[config.mk]
export PLATFORM = sky130hd
export DESIGN_NAME = irq_vector_sel
export DESIGN_NICKNAME = d
export VERILOG_FILES = /design/src/rtl/irqsel_pkg.sv /design/src/rtl/irq_flag_bank.sv /design/src/rtl/irq_ctl_reg.sv /design/src/rtl/irq_arbiter.sv /design/src/rtl/irq_hold.sv /design/src/rtl/irq_vector_sel.sv
export SDC_FILE = /design/constraint.sdc
export NUM_CORES = 1
export LEC_CHECK = 0
export ABC_AREA = 1
export BUFFER_PORTS_ARGS = -buffer_cell sky130_fd_sc_hd__clkbuf_2
export CORE_MARGIN = 2
export CORE_UTILIZATION = 34
export DETAILED_ROUTE_END_ITERATION = 10
export PLACE_DENSITY = 0.75
export SLEW_MARGIN = 20
export SYNTH_ARGS = -nofsm -noshare
export SYNTH_HDL_FRONTEND = slang
export SYNTH_SLANG_ARGS = --single-unit
[constraint.sdc]
create_clock -name clk -period 1.19 [get_ports clk]
set_input_delay 0.0595 -clock clk [delete_from_list [all_inputs] [get_ports clk]]
set_output_delay 0.0595 -clock clk [all_outputs]
set_load 0.02 [all_outputs]
[src/rtl/irqsel_pkg.sv]
package irqsel_pkg;
  localparam int NSRC = 6;
  localparam int B_RTI = 0;
  localparam int B_PIN = 1;
  localparam int B_WAKE = 2;
  localparam int B_TMA = 3;
  localparam int B_TMB = 4;
  localparam int B_SER = 5;

  typedef enum logic [2:0] {
    SRC_NONE = 3'd0,
    SRC_RST  = 3'd1,
    SRC_SWI  = 3'd2,
    SRC_GRP  = 3'd3,
    SRC_TMA  = 3'd4,
    SRC_TMB  = 3'd5,
    SRC_SER  = 3'd6
  } src_e;

  function automatic logic is_hw(input src_e s);
    return (s == SRC_GRP) || (s == SRC_TMA) || (s == SRC_TMB) || (s == SRC_SER);
  endfunction
endpackage

[src/rtl/irq_flag_bank.sv]
module irq_flag_bank #(
  parameter int N = 6
) (
  input  logic         clk,
  input  logic         rst_n,
  input  logic [N-1:0] set_i,
  input  logic         clr_en_i,
  input  logic [N-1:0] clr_mask_i,
  output logic [N-1:0] pend_o
);
  logic [N-1:0] pend_q;
  logic [N-1:0] pend_d;

  for (genvar i = 0; i < N; i++) begin : g_flag
    always_comb begin
      pend_d[i] = pend_q[i];
      if (clr_en_i && clr_mask_i[i]) pend_d[i] = 1'b0;
      if (set_i[i]) pend_d[i] = 1'b1;
    end
  end

  always_ff @(posedge clk or negedge rst_n) begin
    if (!rst_n) pend_q <= '0;
    else        pend_q <= pend_d;
  end

  assign pend_o = pend_q;

  // with no set and no clear, flags hold
  p_flag_hold_r8: assert property (@(posedge clk) disable iff (!rst_n)
    (!clr_en_i && set_i == '0) |=> $stable(pend_q));

  // every set pulse is visible on the next cycle
  p_flag_set_r8: assert property (@(posedge clk) disable iff (!rst_n)
    (set_i != '0) |=> ((pend_q & $past(set_i)) == $past(set_i)));
endmodule

[src/rtl/irq_ctl_reg.sv]
module irq_ctl_reg #(
  parameter int                ADDR_W   = 8,
  parameter int                DATA_W   = 8,
  parameter logic [ADDR_W-1:0] CTL_ADDR = 8'h0E,
  parameter int                MASK_BIT = 1
) (
  input  logic              clk,
  input  logic              rst_n,
  input  logic              wr_i,
  input  logic [ADDR_W-1:0] addr_i,
  input  logic [DATA_W-1:0] wdata_i,
  output logic              pin_mask_o
);
  logic hit;
  logic mask_q;
  logic mask_d;

  assign hit = wr_i && (addr_i == CTL_ADDR);

  always_comb begin
    mask_d = mask_q;
    if (hit) mask_d = wdata_i[MASK_BIT];
  end

  always_ff @(posedge clk or negedge rst_n) begin
    if (!rst_n) mask_q <= 1'b0;
    else        mask_q <= mask_d;
  end

  assign pin_mask_o = mask_q;

  // the mask moves only on a write to its own address
  p_mask_addr_r4: assert property (@(posedge clk) disable iff (!rst_n)
    !hit |=> $stable(mask_q));
endmodule

[src/rtl/irq_arbiter.sv]
module irq_arbiter
  import irqsel_pkg::*;
(
  input  logic [NSRC-1:0] pend_i,
  input  logic            pin_mask_i,
  input  logic            inhibit_i,
  input  logic            swi_i,
  output src_e            win_o
);
  logic grp;

  assign grp = pend_i[B_RTI] | pend_i[B_WAKE] | (pend_i[B_PIN] & ~pin_mask_i);

  always_comb begin
    win_o = SRC_NONE;
    if (swi_i)               win_o = SRC_SWI;
    else if (inhibit_i)      win_o = SRC_NONE;
    else if (grp)            win_o = SRC_GRP;
    else if (pend_i[B_TMA])  win_o = SRC_TMA;
    else if (pend_i[B_TMB])  win_o = SRC_TMB;
    else if (pend_i[B_SER])  win_o = SRC_SER;
  end
endmodule

[src/rtl/irq_hold.sv]
module irq_hold
  import irqsel_pkg::*;
#(
  parameter int               VEC_W   = 16,
  parameter logic [VEC_W-1:0] VEC_TOP = 16'hFFFE
) (
  input  logic             clk,
  input  logic             rst_n,
  input  logic             boundary_i,
  input  src_e             win_i,
  input  logic             ack_i,
  input  logic             inh_set_i,
  input  logic             inh_clr_i,
  output logic             req_o,
  output src_e             src_o,
  output logic [VEC_W-1:0] vec_o,
  output logic             inhibit_o
);
  logic req_q, req_d;
  src_e src_q, src_d;
  logic inh_q, inh_d;
  logic hw_ack;

  function automatic logic [VEC_W-1:0] vec_of(input src_e s);
    return VEC_TOP + VEC_W'(2) - VEC_W'({s, 1'b0});
  endfunction

  assign hw_ack = req_q && ack_i && is_hw(src_q);

  always_comb begin
    req_d = req_q;
    src_d = src_q;
    inh_d = inh_q;
    if (req_q) begin
      if (ack_i) req_d = 1'b0;
    end else if (boundary_i && (win_i != SRC_NONE)) begin
      req_d = 1'b1;
      src_d = win_i;
    end
    if (hw_ack)         inh_d = 1'b1;
    else if (inh_clr_i) inh_d = 1'b0;
    else if (inh_set_i) inh_d = 1'b1;
  end

  always_ff @(posedge clk or negedge rst_n) begin
    if (!rst_n) begin
      req_q <= 1'b1;
      src_q <= SRC_RST;
      inh_q <= 1'b1;
    end else begin
      req_q <= req_d;
      src_q <= src_d;
      inh_q <= inh_d;
    end
  end

  assign req_o     = req_q;
  assign src_o     = src_q;
  assign vec_o     = vec_of(src_q);
  assign inhibit_o = inh_q;

  p_hold_stable_r6: assert property (@(posedge clk) disable iff (!rst_n)
    (req_q && !ack_i) |=> (req_q && $stable(src_q)));

  p_no_boundary_r6: assert property (@(posedge clk) disable iff (!rst_n)
    (!req_q && !boundary_i) |=> !req_q);

  p_ack_drop_r7: assert property (@(posedge clk) disable iff (!rst_n)
    (req_q && ack_i) |=> !req_q);

  p_hw_inhibit_r7: assert property (@(posedge clk) disable iff (!rst_n)
    (req_q && ack_i && is_hw(src_q)) |=> inh_q);
endmodule

[src/rtl/irq_vector_sel.sv]
module irq_vector_sel
  import irqsel_pkg::*;
#(
  parameter int                VEC_W    = 16,
  parameter logic [VEC_W-1:0]  VEC_TOP  = 16'hFFFE,
  parameter int                ADDR_W   = 8,
  parameter int                DATA_W   = 8,
  parameter logic [ADDR_W-1:0] CTL_ADDR = 8'h0E,
  parameter int                MASK_BIT = 1
) (
  input  logic              clk,
  input  logic              rst_n,
  input  logic [5:0]        src_set,
  input  logic              clr_en,
  input  logic [5:0]        clr_mask,
  input  logic              ctl_wr,
  input  logic [ADDR_W-1:0] ctl_addr,
  input  logic [DATA_W-1:0] ctl_wdata,
  input  logic              boundary,
  input  logic              swi,
  input  logic              ack,
  input  logic              inh_set,
  input  logic              inh_clr,
  output logic              irq_req,
  output logic [VEC_W-1:0]  irq_vec,
  output logic [2:0]        irq_src,
  output logic              inhibit,
  output logic [5:0]        pend_flags
);
  logic [NSRC-1:0] pend;
  logic            pin_mask;
  src_e            win;
  src_e            held;

  irq_flag_bank #(.N(NSRC)) u_flags (
    .clk(clk), .rst_n(rst_n), .set_i(src_set), .clr_en_i(clr_en),
    .clr_mask_i(clr_mask), .pend_o(pend)
  );

  irq_ctl_reg #(
    .ADDR_W(ADDR_W), .DATA_W(DATA_W), .CTL_ADDR(CTL_ADDR), .MASK_BIT(MASK_BIT)
  ) u_ctl (
    .clk(clk), .rst_n(rst_n), .wr_i(ctl_wr), .addr_i(ctl_addr),
    .wdata_i(ctl_wdata), .pin_mask_o(pin_mask)
  );

  irq_arbiter u_arb (
    .pend_i(pend), .pin_mask_i(pin_mask), .inhibit_i(inhibit),
    .swi_i(swi), .win_o(win)
  );

  irq_hold #(.VEC_W(VEC_W), .VEC_TOP(VEC_TOP)) u_hold (
    .clk(clk), .rst_n(rst_n), .boundary_i(boundary), .win_i(win), .ack_i(ack),
    .inh_set_i(inh_set), .inh_clr_i(inh_clr), .req_o(irq_req), .src_o(held),
    .vec_o(irq_vec), .inhibit_o(inhibit)
  );

  assign irq_src    = held;
  assign pend_flags = pend;

  // a newly raised request under inhibit can only be a software interrupt
  p_inhibit_r5: assert property (@(posedge clk) disable iff (!rst_n)
    $rose(irq_req) |-> (!$past(inhibit) || held == SRC_SWI));

  // a shared take needs an unmasked contributor in the sampled flags
  p_mask_r4: assert property (@(posedge clk) disable iff (!rst_n)
    ($rose(irq_req) && held == SRC_GRP) |->
      ($past(pend[B_RTI]) || $past(pend[B_WAKE]) || ($past(pend[B_PIN]) && !$past(pin_mask))));
endmodule

==> out/results.tsv <==
stage	metric	value	unit
worst_setup_path	crit_family	flip-flops	
yosys	synth_nets	132	
clock_tree	clock_path_buffers	2	
worst_setup_path	worst-path-buf-inv	2	
detailed_routing	detail-route-antenna-nets	0	
grt	grt_max_degree	13	
yosys	synthDistinctLibCells	27	
yosys	synthTopCellsByCount	15 x nand2_1, 13 x buf_4, 9 x dfrtp_1, 9 x inv_1	
floorplanning	core_area	2170	sq um
grt	overflow	0	
worst_setup_path	crit_chain	inv_4 -> ha_4 -> xnor2_2 -> clkbuf_8	
yosys	synth.largest_area_cell	dfrtp_1	
grt	antenna_found_initial	0	
clock_tree	clock-sinks	12	
worst_setup_path	rr_endpoint	u_hold.inhibit_o	
detailed_routing	wire_per_inst	10.9	um
yosys	synth_most_common_cell	nand2_1	
floorplanning	fp.dieH	51.4	um
finish	nNetsFinal	200	
worst_setup_path	critPathMaxStageDelay	560	ps
detailed_routing	drc_errors	0	
yosys	ys_top_cells_by_area	dfrtp_1 29%, buf_4 13%, dfstp_2 10%	
timing	setup_tns	-2370	ps
timing	rsz0062_at_grt	yes	
worst_setup_path	timing.rr.start	u_hold.src_o[0]	
detailed_routing	avgViaCountPerCell	4.46	
place	gp_congestion	0.728	
timing	fin_crit	1400	ps
detailed_routing	firstDrtPassIters	4	
yosys	syn_area	764	sq um
place	dp_hpwl	1.40	mm
worst_setup_path	critPathRequiredTime	1130	ps
floorplanning	start_util	0.352	
detailed_routing	drt-initial-drc-count	3	
worst_setup_path	cp.arrival	1340	ps
detailed_routing	dr_total_vias	830	
run_status	violations	negative setup slack	
timing	setup_viol	17	
yosys	synth_area_per_cell	8.40	sq um
power_and_ir_drop	finalPower	2190	uW
worst_setup_path	rr_worst_depth	5	
run_status	outcome	finished, violations left	
timing	slew_viol_final	0	
timing	whs	42.3	ps
yosys	syn_inst	91	
power_and_ir_drop	p_int	1300	uW
clock_tree	cts_tree	done	
clock_tree	ctsRootBufferMaster	clkbuf_4	
grt	grt_pass1_vias	841	
worst_setup_path	cp_max_fo	3	
place	io_buffers	55	
timing	hold_violations	0	
detailed_routing	drt_wl_total	2.02	mm
worst_setup_path	endpoint	irq_vec[3]	
place	place_ws	-66.4	ps
yosys	synthAdderAreaFrac	0.0655	
worst_setup_path	worstSetupEndpointType	primary output	
yosys	synth-compound-area-share	0.0949	
finish	drive_gt1_frac	0.620	
finish	fin_util	0.618	
worst_setup_path	path_class	flip-flop to primary output	
grt	grt_use_total	0.167	
job	cap_violations	0	
yosys	synth_top_family_by_area	simple AND/OR/NAND/NOR gates	
yosys	synth_edf_count	0	
yosys	synth-seq-cells	12	
yosys	synth_flop_cell	dfrtp_1	
yosys	synth_top_area_frac	0.295	
finish	syn2layout_area_growth	75.3	%
grt	grt_first_pass_wirelength	3.34	mm
yosys	async_flop_share	1.00	
yosys	synthSimpleGateAreaFrac	0.239	
clock_tree	cts_buffers	3	
worst_setup_path	crit_slowest_cell	dfstp_2	
floorplanning	die_w	51.4	um
power_and_ir_drop	power_frac_comb	0.613	
clock_tree	cts_max_level	1	
power_and_ir_drop	leakage	0.000686	uW
power_and_ir_drop	swShare	0.408	
power_and_ir_drop	power_frac_seq	0.242	
power_and_ir_drop	switchingPower	894	uW
worst_hold_path	holdCritPathClass	input port to flip-flop	
floorplanning	row_count	17	
yosys	synth_warnings	0	
yosys	synthXorXnorAreaFrac	0.0115	
finish	antenna_cells	0	
power_and_ir_drop	power_density	1630	nW/um^2
timing	fmax	0.716	GHz
clock_tree	clock_latency	270	ps
floorplanning	pin_count	64	
worst_setup_path	crit_path_start	u_hold.src_o[0]	
timing	timing.final.ws_setup	-207	ps
power_and_ir_drop	peakVddDrop	0.00106	V
clock_tree	clk_pin_slew	80	ps
yosys	seq_area_frac_synth	0.398	
power_and_ir_drop	clockPowerShare	0.145	
timing	fin_crit_sh	1.17	
worst_setup_path	rrSetupSlack	-150	ps
timing	skew	4.50	ps
yosys	synth_mux_area_frac	0	
worst_setup_path	crit_cells	4	
floorplanning	dieArea	2640	sq um
worst_setup_path	worstSetupStartpointType	flip-flop	
==> cells in the final DEF, fill, tap and decap left out <==
master and n:
inv_2 3, inv_4 1, conb_1 1, buf_6 1, clkbuf_8 4, nor3_1 1
a21o_2 1, nor4_4 1, and2_4 1, a21oi_1 3, clkbuf_4 3, buf_4 11
buf_8 3, dlygate4sd3_1 9, o21ai_1 1, ha_1 2, nand3_2 1, nor2_2 1
a21o_1 3, nand3_4 1, or2_2 2, clkbuf_2 49, nand3_1 4, xnor2_2 1
ha_4 2, nand4_1 1, nor2_1 4, inv_1 7, o211ai_1 2, nor2_4 2
dfrtp_1 9, nand2_1 12, dfstp_2 3, o22ai_2 1, clkinv_1 1, nand2_2 6
==> flip-flops by register name (all words and copies together) (netlist names) <==
signal            count
u_flags.pend_o        6
u_hold.src_o          3
u_ctl.pin_mask_o      1
u_hold.inhibit_o      1
u_hold.req_o          1
==> how the worst min path moves through the flow <==
stage	end	cells past startpoint	startpoint	slack, ps
6_report	u_ctl.pin_mask_o	3	ctl_wdata[1]	40
5_1_grt	u_ctl.pin_mask_o	3	ctl_wdata[1]	30
4_1_cts	u_ctl.pin_mask_o	3	ctl_wdata[1]	40
3_5_place_dp	u_flags.pend_o[1]	1	rst_n	-40
3_3_place_gp	u_flags.pend_o[1]	1	rst_n	-50
2_1_floorplan	u_ctl.pin_mask_o	0	rst_n	-240
==> tightest hold or removal path, stage by stage <==
cell and delay (ps):
clkbuf_2 80, nor2_1 30, a21oi_1 100
==> what timing repair did <==
item                                   in CTS  in global routing
pin swaps                                   4                  5
setup buffers                               3                  7
endpoints found under the hold margin      20                  0
gates resized for setup                    17                 12
setup endpoints to repair                  15                 20
hold buffers                                9                  0
==> area by class of cell <==
cell class,count,area [sq um]
fillers,194,830
repair buffers,76,515
multi-input cells,54,402
flip-flops and latches,12,304
inverters,12,47.5
clock buffers,4,36.3
well taps,28,35.0
==> cells by family (layout without fill, tap and decap cells) <==
| family | Yosys count | in the layout |
|---|---|---|
| AOI/OAI and AO/OA | 11 | 11 |
| DFF | 12 | 12 |
| buffers and inverters | 25 | 92 |
| xor gates and xnor gates | 1 | 1 |
| adders and majority gates | 4 | 4 |
| other | 1 | 1 |
| and+or+nand+nor | 37 | 37 |
==> metrics by stage <==
stage	cell area [sq um]	std cells
after floorplan	779	91
final	1340	186
after CTS	1250	179
after global placement	1010	163
after detailed placement	1010	163
after global routing	1340	186
==> power by group through the flow <==
stage                     logic [uW]  clock network (uW)  registers (uW)
after CTS                       1200                 329             529
after global routing            1450                 359             539
final                           1340                 318             531
after global placement           887                   0             534
after floorplan                  680                   0             610
after detailed placement         909                   0             537
==> routing by layer <==
layer	up-vias	track usage	routed length, um
li1	409	-	-
met1	372	0.162	699
met2	47	0.344	1140
met3	2	0.0205	162
met4	0	0.0658	18
met5	-	0	0
Note: power is estimated with default switching activity, not from simulation.
